`src/rtl/rob_pkg.sv`:
```
package rob_pkg;
  typedef enum logic [1:0] {
    KIND_BRANCH = 2'd0,
    KIND_STORE  = 2'd1,
    KIND_REG    = 2'd2
  } kind_e;
endpackage

```
`src/rtl/rob_ptr.sv`:
```
// Circular pointer with wrap bit; supports any DEPTH >= 2.
module rob_ptr #(
  parameter int DEPTH = 8,
  localparam int TAG_W = $clog2(DEPTH)
) (
  input  logic           clk_i,
  input  logic           rst_ni,
  input  logic           adv_i,
  input  logic           clr_i,
  output logic [TAG_W:0] ptr_o
);
  localparam logic [TAG_W-1:0] LAST = TAG_W'(DEPTH - 1);

  always_ff @(posedge clk_i or negedge rst_ni) begin
    if (!rst_ni) begin
      ptr_o <= '0;
    end else if (clr_i) begin
      ptr_o <= '0;
    end else if (adv_i) begin
      if (ptr_o[TAG_W-1:0] == LAST) ptr_o <= {~ptr_o[TAG_W], {TAG_W{1'b0}}};
      else                          ptr_o <= ptr_o + 1'b1;
    end
  end
endmodule

```
`src/rtl/rob_entries.sv`:
```
module rob_entries
  import rob_pkg::*;
#(
  parameter int DEPTH  = 8,
  parameter int DATA_W = 32,
  parameter int DEST_W = 32,
  localparam int TAG_W = $clog2(DEPTH)
) (
  input  logic              clk_i,
  input  logic              rst_ni,
  input  logic              clr_i,
  input  logic              alloc_i,
  input  logic [TAG_W-1:0]  alloc_idx_i,
  input  kind_e             alloc_kind_i,
  input  logic [DEST_W-1:0] alloc_dest_i,
  input  logic              free_i,
  input  logic [TAG_W-1:0]  free_idx_i,
  input  logic              wr_i,
  input  logic [TAG_W-1:0]  wr_idx_i,
  input  logic [DATA_W-1:0] wr_value_i,
  input  logic              wr_mis_i,
  input  logic [DATA_W-1:0] wr_tgt_i,
  input  logic [TAG_W-1:0]  head_idx_i,
  output kind_e             head_kind_o,
  output logic [DEST_W-1:0] head_dest_o,
  output logic [DATA_W-1:0] head_value_o,
  output logic              head_ready_o,
  output logic              head_mis_o,
  output logic [DATA_W-1:0] head_tgt_o,
  input  logic [TAG_W-1:0]  lk_idx_i,
  output logic              lk_hit_o,
  output logic [DATA_W-1:0] lk_value_o
);
  logic              valid_q [DEPTH];
  logic              ready_q [DEPTH];
  kind_e             kind_q  [DEPTH];
  logic [DEST_W-1:0] dest_q  [DEPTH];
  logic [DATA_W-1:0] value_q [DEPTH];
  logic              mis_q   [DEPTH];
  logic [DATA_W-1:0] tgt_q   [DEPTH];

  for (genvar i = 0; i < DEPTH; i++) begin : g_ent
    logic alloc_here, free_here, wr_here;
    assign alloc_here = alloc_i && (alloc_idx_i == TAG_W'(i));
    assign free_here  = free_i  && (free_idx_i  == TAG_W'(i));
    assign wr_here    = wr_i    && (wr_idx_i    == TAG_W'(i)) && valid_q[i];

    // Alloc beats free: on a full-buffer issue+commit both hit the same slot.
    always_ff @(posedge clk_i or negedge rst_ni) begin
      if (!rst_ni) begin
        valid_q[i] <= 1'b0;
        ready_q[i] <= 1'b0;
      end else if (clr_i) begin
        valid_q[i] <= 1'b0;
        ready_q[i] <= 1'b0;
      end else if (alloc_here) begin
        valid_q[i] <= 1'b1;
        ready_q[i] <= 1'b0;
      end else if (free_here) begin
        valid_q[i] <= 1'b0;
        ready_q[i] <= 1'b0;
      end else if (wr_here) begin
        ready_q[i] <= 1'b1;
      end
    end

    always_ff @(posedge clk_i) begin
      if (alloc_here) begin
        kind_q[i] <= alloc_kind_i;
        dest_q[i] <= alloc_dest_i;
      end
      if (wr_here && !clr_i) begin
        value_q[i] <= wr_value_i;
        mis_q[i]   <= wr_mis_i;
        tgt_q[i]   <= wr_tgt_i;
      end
    end
  end

  assign head_kind_o  = kind_q[head_idx_i];
  assign head_dest_o  = dest_q[head_idx_i];
  assign head_value_o = value_q[head_idx_i];
  assign head_ready_o = ready_q[head_idx_i];
  assign head_mis_o   = mis_q[head_idx_i];
  assign head_tgt_o   = tgt_q[head_idx_i];
  assign lk_hit_o     = valid_q[lk_idx_i] && ready_q[lk_idx_i];
  assign lk_value_o   = value_q[lk_idx_i];
endmodule

```
`src/rtl/rob_retire.sv`:
```
module rob_retire
  import rob_pkg::*;
#(
  parameter int DATA_W = 32,
  parameter int DEST_W = 32,
  parameter int REG_W  = 5
) (
  input  logic              empty_i,
  input  logic              ready_i,
  input  kind_e             kind_i,
  input  logic [DEST_W-1:0] dest_i,
  input  logic [DATA_W-1:0] value_i,
  input  logic              mis_i,
  input  logic [DATA_W-1:0] tgt_i,
  output logic              commit_o,
  output logic              flush_o,
  output logic              reg_we_o,
  output logic [REG_W-1:0]  reg_idx_o,
  output logic [DATA_W-1:0] reg_data_o,
  output logic              mem_we_o,
  output logic [DEST_W-1:0] mem_addr_o,
  output logic [DATA_W-1:0] mem_data_o,
  output logic              redirect_o,
  output logic [DATA_W-1:0] redirect_pc_o
);
  always_comb begin
    commit_o   = !empty_i && ready_i;
    reg_we_o   = commit_o && (kind_i == KIND_REG);
    mem_we_o   = commit_o && (kind_i == KIND_STORE);
    redirect_o = commit_o && (kind_i == KIND_BRANCH) && mis_i;
    flush_o    = redirect_o;
  end

  assign reg_idx_o     = dest_i[REG_W-1:0];
  assign reg_data_o    = value_i;
  assign mem_addr_o    = dest_i;
  assign mem_data_o    = value_i;
  assign redirect_pc_o = tgt_i;
endmodule

```
`src/rtl/spec_rob.sv`:
```
module spec_rob
  import rob_pkg::*;
#(
  parameter int DEPTH  = 8,
  parameter int DATA_W = 32,
  parameter int DEST_W = 32,
  parameter int REG_W  = 5,
  localparam int TAG_W = $clog2(DEPTH)
) (
  input  logic              clk_i,
  input  logic              rst_ni,
  input  logic              iss_valid_i,
  input  logic [1:0]        iss_kind_i,
  input  logic [DEST_W-1:0] iss_dest_i,
  output logic              iss_stall_o,
  output logic [TAG_W-1:0]  iss_tag_o,
  input  logic              res_valid_i,
  input  logic [TAG_W-1:0]  res_tag_i,
  input  logic [DATA_W-1:0] res_value_i,
  input  logic              res_mispred_i,
  input  logic [DATA_W-1:0] res_target_i,
  input  logic [TAG_W-1:0]  lk_tag_i,
  output logic              lk_hit_o,
  output logic [DATA_W-1:0] lk_value_o,
  output logic              reg_we_o,
  output logic [REG_W-1:0]  reg_idx_o,
  output logic [DATA_W-1:0] reg_data_o,
  output logic              mem_we_o,
  output logic [DEST_W-1:0] mem_addr_o,
  output logic [DATA_W-1:0] mem_data_o,
  output logic              redirect_o,
  output logic [DATA_W-1:0] redirect_pc_o
);
  logic [TAG_W:0]    head_q, tail_q;
  logic              full, empty, commit, flush, iss_go;
  kind_e             h_kind;
  logic [DEST_W-1:0] h_dest;
  logic [DATA_W-1:0] h_value, h_tgt;
  logic              h_ready, h_mis;

  assign empty  = (head_q == tail_q);
  assign full   = (head_q[TAG_W] != tail_q[TAG_W]) &&
                  (head_q[TAG_W-1:0] == tail_q[TAG_W-1:0]);
  // Flush wins over issue; a committing head frees room in a full buffer.
  assign iss_stall_o = flush || (full && !commit);
  assign iss_go      = iss_valid_i && !iss_stall_o;
  assign iss_tag_o   = tail_q[TAG_W-1:0];

  rob_ptr #(.DEPTH(DEPTH)) u_tail (
    .clk_i, .rst_ni, .adv_i(iss_go), .clr_i(flush), .ptr_o(tail_q)
  );

  rob_ptr #(.DEPTH(DEPTH)) u_head (
    .clk_i, .rst_ni, .adv_i(commit), .clr_i(flush), .ptr_o(head_q)
  );

  rob_entries #(.DEPTH(DEPTH), .DATA_W(DATA_W), .DEST_W(DEST_W)) u_ent (
    .clk_i, .rst_ni,
    .clr_i        (flush),
    .alloc_i      (iss_go),
    .alloc_idx_i  (tail_q[TAG_W-1:0]),
    .alloc_kind_i (kind_e'(iss_kind_i)),
    .alloc_dest_i (iss_dest_i),
    .free_i       (commit),
    .free_idx_i   (head_q[TAG_W-1:0]),
    .wr_i         (res_valid_i && !flush),
    .wr_idx_i     (res_tag_i),
    .wr_value_i   (res_value_i),
    .wr_mis_i     (res_mispred_i),
    .wr_tgt_i     (res_target_i),
    .head_idx_i   (head_q[TAG_W-1:0]),
    .head_kind_o  (h_kind),
    .head_dest_o  (h_dest),
    .head_value_o (h_value),
    .head_ready_o (h_ready),
    .head_mis_o   (h_mis),
    .head_tgt_o   (h_tgt),
    .lk_idx_i     (lk_tag_i),
    .lk_hit_o     (lk_hit_o),
    .lk_value_o   (lk_value_o)
  );

  rob_retire #(.DATA_W(DATA_W), .DEST_W(DEST_W), .REG_W(REG_W)) u_ret (
    .empty_i       (empty),
    .ready_i       (h_ready),
    .kind_i        (h_kind),
    .dest_i        (h_dest),
    .value_i       (h_value),
    .mis_i         (h_mis),
    .tgt_i         (h_tgt),
    .commit_o      (commit),
    .flush_o       (flush),
    .reg_we_o      (reg_we_o),
    .reg_idx_o     (reg_idx_o),
    .reg_data_o    (reg_data_o),
    .mem_we_o      (mem_we_o),
    .mem_addr_o    (mem_addr_o),
    .mem_data_o    (mem_data_o),
    .redirect_o    (redirect_o),
    .redirect_pc_o (redirect_pc_o)
  );
endmodule

```
`config.mk`:
```
export PLATFORM = sky130hd
export DESIGN_NAME = spec_rob
export DESIGN_NICKNAME = d
export VERILOG_FILES = /design/src/rtl/rob_pkg.sv /design/src/rtl/rob_ptr.sv /design/src/rtl/rob_entries.sv /design/src/rtl/rob_retire.sv /design/src/rtl/spec_rob.sv
export SDC_FILE = /design/constraint.sdc
export NUM_CORES = 1
export LEC_CHECK = 0
export BUFFER_PORTS_ARGS = -buffer_cell sky130_fd_sc_hd__buf_2
export CAP_MARGIN = 0
export CELL_PAD_IN_SITES_DETAIL_PLACEMENT = 0
export CELL_PAD_IN_SITES_GLOBAL_PLACEMENT = 1
export CORE_ASPECT_RATIO = 0.7
export CORE_MARGIN = 4
export CORE_UTILIZATION = 53
export CTS_CLUSTER_DIAMETER = 40
export DETAILED_ROUTE_END_ITERATION = 16
export HOLD_SLACK_MARGIN = 0.06
export PLACE_DENSITY_LB_ADDON = 0.1
export SKIP_LAST_GASP = 1
export SLEW_MARGIN = 20
export SYNTH_ARGS = -nofsm -noshare
export SYNTH_HDL_FRONTEND = slang
export SYNTH_HIERARCHICAL = 1
export SYNTH_SLANG_ARGS = --single-unit
```
`constraint.sdc`:
```
create_clock -name clk_i -period 7.5 [get_ports clk_i]
set_input_delay 1.5 -clock clk_i [delete_from_list [all_inputs] [get_ports clk_i]]
set_output_delay 1.5 -clock clk_i [all_outputs]
set_load 0.01 [all_outputs]
```
==> impl_metrics.ini <==
[logic_synthesis]
yosysWarnings = 6
synth_fa_ha_area_frac = 0.001458
synthesis.nets = 1675
avgSynthCellArea_um2 = 21.97
synth_cells = 1562
synth-compound-area-share = 0.008311
async_reset_ff_frac = 0.02941
synth_xor_area_frac = 0.001021
yosys-top-cells-area = edfxtp_1 (69%), mux4_2 (17%), mux2_2 (3.7%), buf_4 (3.0%), dfrtp_1 (1.7%)
yosysUniqueCellTypes = 47
yosys.area.top_type = edfxtp_1
ys_seq_area_frac = 0.7104
muxShareOfSynthArea = 0.2196
synth_top_area_frac = 0.6929
synthFlopType = edfxtp_1
syn-cell-area_um2 = 34320
synth-simple-area-share = 0.01429
synth_edf_count = 792
synth-seq-cells = 816
synth_top_family_by_area = multiplexers

[finish]
seqCellArea_um2 = 24390
area_growth_pct = 12.27
drive_gt1_frac = 0.4822
fill_cells = 4488
finish.utilization = 0.6060
layout_commonest_cell = edfxtp_1
multi_input_area_um2 = 8509
final_cell_mix = edfxtp_1 (792), buf_2 (279), mux4_2 (264)
fin_nets = 1875

[sta]
period_minus_slack_ps = 5646
finalHoldViolations = 0
relSlewSlack = 0.2593
fmax_ghz = 0.1771
whs_ps = 585.7
finalMaxSlewViolations = 0
post-route-period-util = 0.7528
setup_viol_count_final = 0
finalClockSkew_ps = 18.63
rsz0062_at_grt = false
tightest_slew_ps = 1108
finalSetupTns_ps = 0

[pwr]
p_leak_nw = 12.67
p_per_area_nw_per_um2 = 356.7
peakVddDrop_v = 0.0002309

[global_route]
grt_pass1_wl_um = 107800
grt_max_degree = 73
grt_pass1_vias = 16290
grt_overflow_total = 0
antenna_found_initial = 14
grtUsageTotal = 0.2092

[worst_setup_path]
crit_chain = buf_4, buf_4, mux4_2, mux2_2, buf_2
worstSetupPathType = reg2out
cpMaxStageDelayCell = buf_4
critPathLaunch = u_head/ptr_o[0]
cp-start-kind = flop
setup.worst_path.end_class = output port
crit-reg2reg-launch = u_head/ptr_o[2]
required_ps = 6000
worstPathArrival_ps = 4150
critPathMaxStageDelay_ps = 850
critical_path.most_common_cell = buf_4
cp_max_fo = 47

[route]
drt-total-wl_um = 72270
drc = 0
ant_nets = 0
avgRoutedWirePerCell_um = 27.16
via_per_inst = 6.065
num_vias = 16140
firstDrtPassIters = 5
first_iter_violations = 1495

[floorplanning]
initial_core_util = 0.5398
die_h_um = 220.9
die_area_um2 = 68960
io_pins = 282
num_rows = 77
core_um2 = 63590
fp.dieW_um = 312.2

[run_status]
status = complete, no violations

[clocking]
numClockSinks = 816
htreeDepth = 3
cts_buffers = 88
clk_path_buf_depth = 3
hold_buffers = 0
post_cts_resized = 0
clock_latency_ps = 620
root_buffer = clkbuf_16
cts_setup_buffers = 0
cts_tree = done
clk_pin_slew_ps = 60

[worst_hold_path]
worstHoldStart = u_tail/ptr_o[3]
min_path_type = reg2reg

[place]
gp_congestion = 0.7792
hpwl_um = 41530
io_buffers = 281

[flow_run]
max_cap_violations = 0
[worst paths after layout]
path                            slack [ps]  depth (start not counted)              endpoint
worst min-delay path                   590                          2       u_tail/ptr_o[3]
worst min register to register         590                          2       u_tail/ptr_o[3]
worst max register to register        2400                          9  u_ent/value_q[7][20]
max in group asynchronous             6200                          1       u_head/ptr_o[0]
worst max-delay path                  1850                          5     redirect_pc_o[29]
min in group asynchronous              870                          1       u_tail/ptr_o[2]
[worst max-delay path: cells and delay by family, from the launching register on]
| family | cells | cell delay [ps] |
|---|---|---|
| mux | 2 | 920 |
| flops | 1 | 810 |
| buf+inv | 3 | 1680 |
[layer usage]
layer  track usage  routed length, um
met1        0.3131              31740
met2        0.3217              34510
met3       0.04723               4802
met4       0.04514               1115
met5             0                108
[flip-flops by register name, summed over array words and instances (netlist names)]
name           count
u_ent/ready_q      8
u_ent/kind_q      16
u_ent/tgt_q      256
u_ent/mis_q        8
u_ent/dest_q     256
u_ent/value_q    256
u_tail/ptr_o       4
u_head/ptr_o       4
u_ent/valid_q      8
[power breakdown]
| group | internal (mW) | switching (mW) | total [mW] |
|---|---|---|---|
| sequential | 5.44 | 0.324 | 5.76 |
| combinational | 1.85 | 1.92 | 3.77 |
| clock | 2.50 | 1.71 | 4.21 |
| total | 9.79 | 3.96 | 13.7 |
[area by class of cell]
class,instances,share of cell area
sequential,816,0.6330
multi-input combinational,529,0.2208
clock buffer,99,0.05987
timing repair buffer,320,0.04422
tap,829,0.02692
clock inverter,56,0.01412
inverter,7,0.0006818
antenna,5,0.0003247
[per-stage QoR]
step                      cell area [um^2]  total power [mW]  setup WS, ps  instances
after global placement               35670             9.667          2192       2501
final                                38540             13.75          1854       2661
after detailed placement             35670             9.690          2171       2501
after global routing                 38530             14.38          1476       2658
after floorplan                      34320             9.031         879.7       1562
after CTS                            38520             13.93          1693       2656
[cell usage after synthesis, types with 2 or more instances]
library cell	number
inv_2	2
mux2i_1	3
nor4bb_1	2
nor3_1	2
o21ai_0	5
buf_6	21
nand3b_1	3
a31oi_1	6
clkbuf_1	21
ha_1	4
nor4_1	8
nor2b_1	4
xnor2_1	3
nor3b_1	7
nand2b_1	6
a41oi_1	2
nand4_1	2
buf_12	3
inv_1	5
buf_2	8
nand2_1	13
buf_1	21
nor2_1	22
mux4_2	264
a31oi_4	2
or3_1	3
o21a_1	5
o21ba_2	5
mux2_4	20
edfxtp_1	792
nand3_1	6
mux2_2	112
a21oi_1	8
buf_4	136
dfrtp_1	24
[kinds of logic (layout without fill, tap and decap cells)]
logic type,Yosys count,after routing
flops,816,816
fa+ha+maj,4,4
other cells,0,5
compound gates,37,37
buf+inv,217,482
mux,399,399
xor+xnor,4,4
simple gates,85,85
Power figures use the tool's default switching activity.
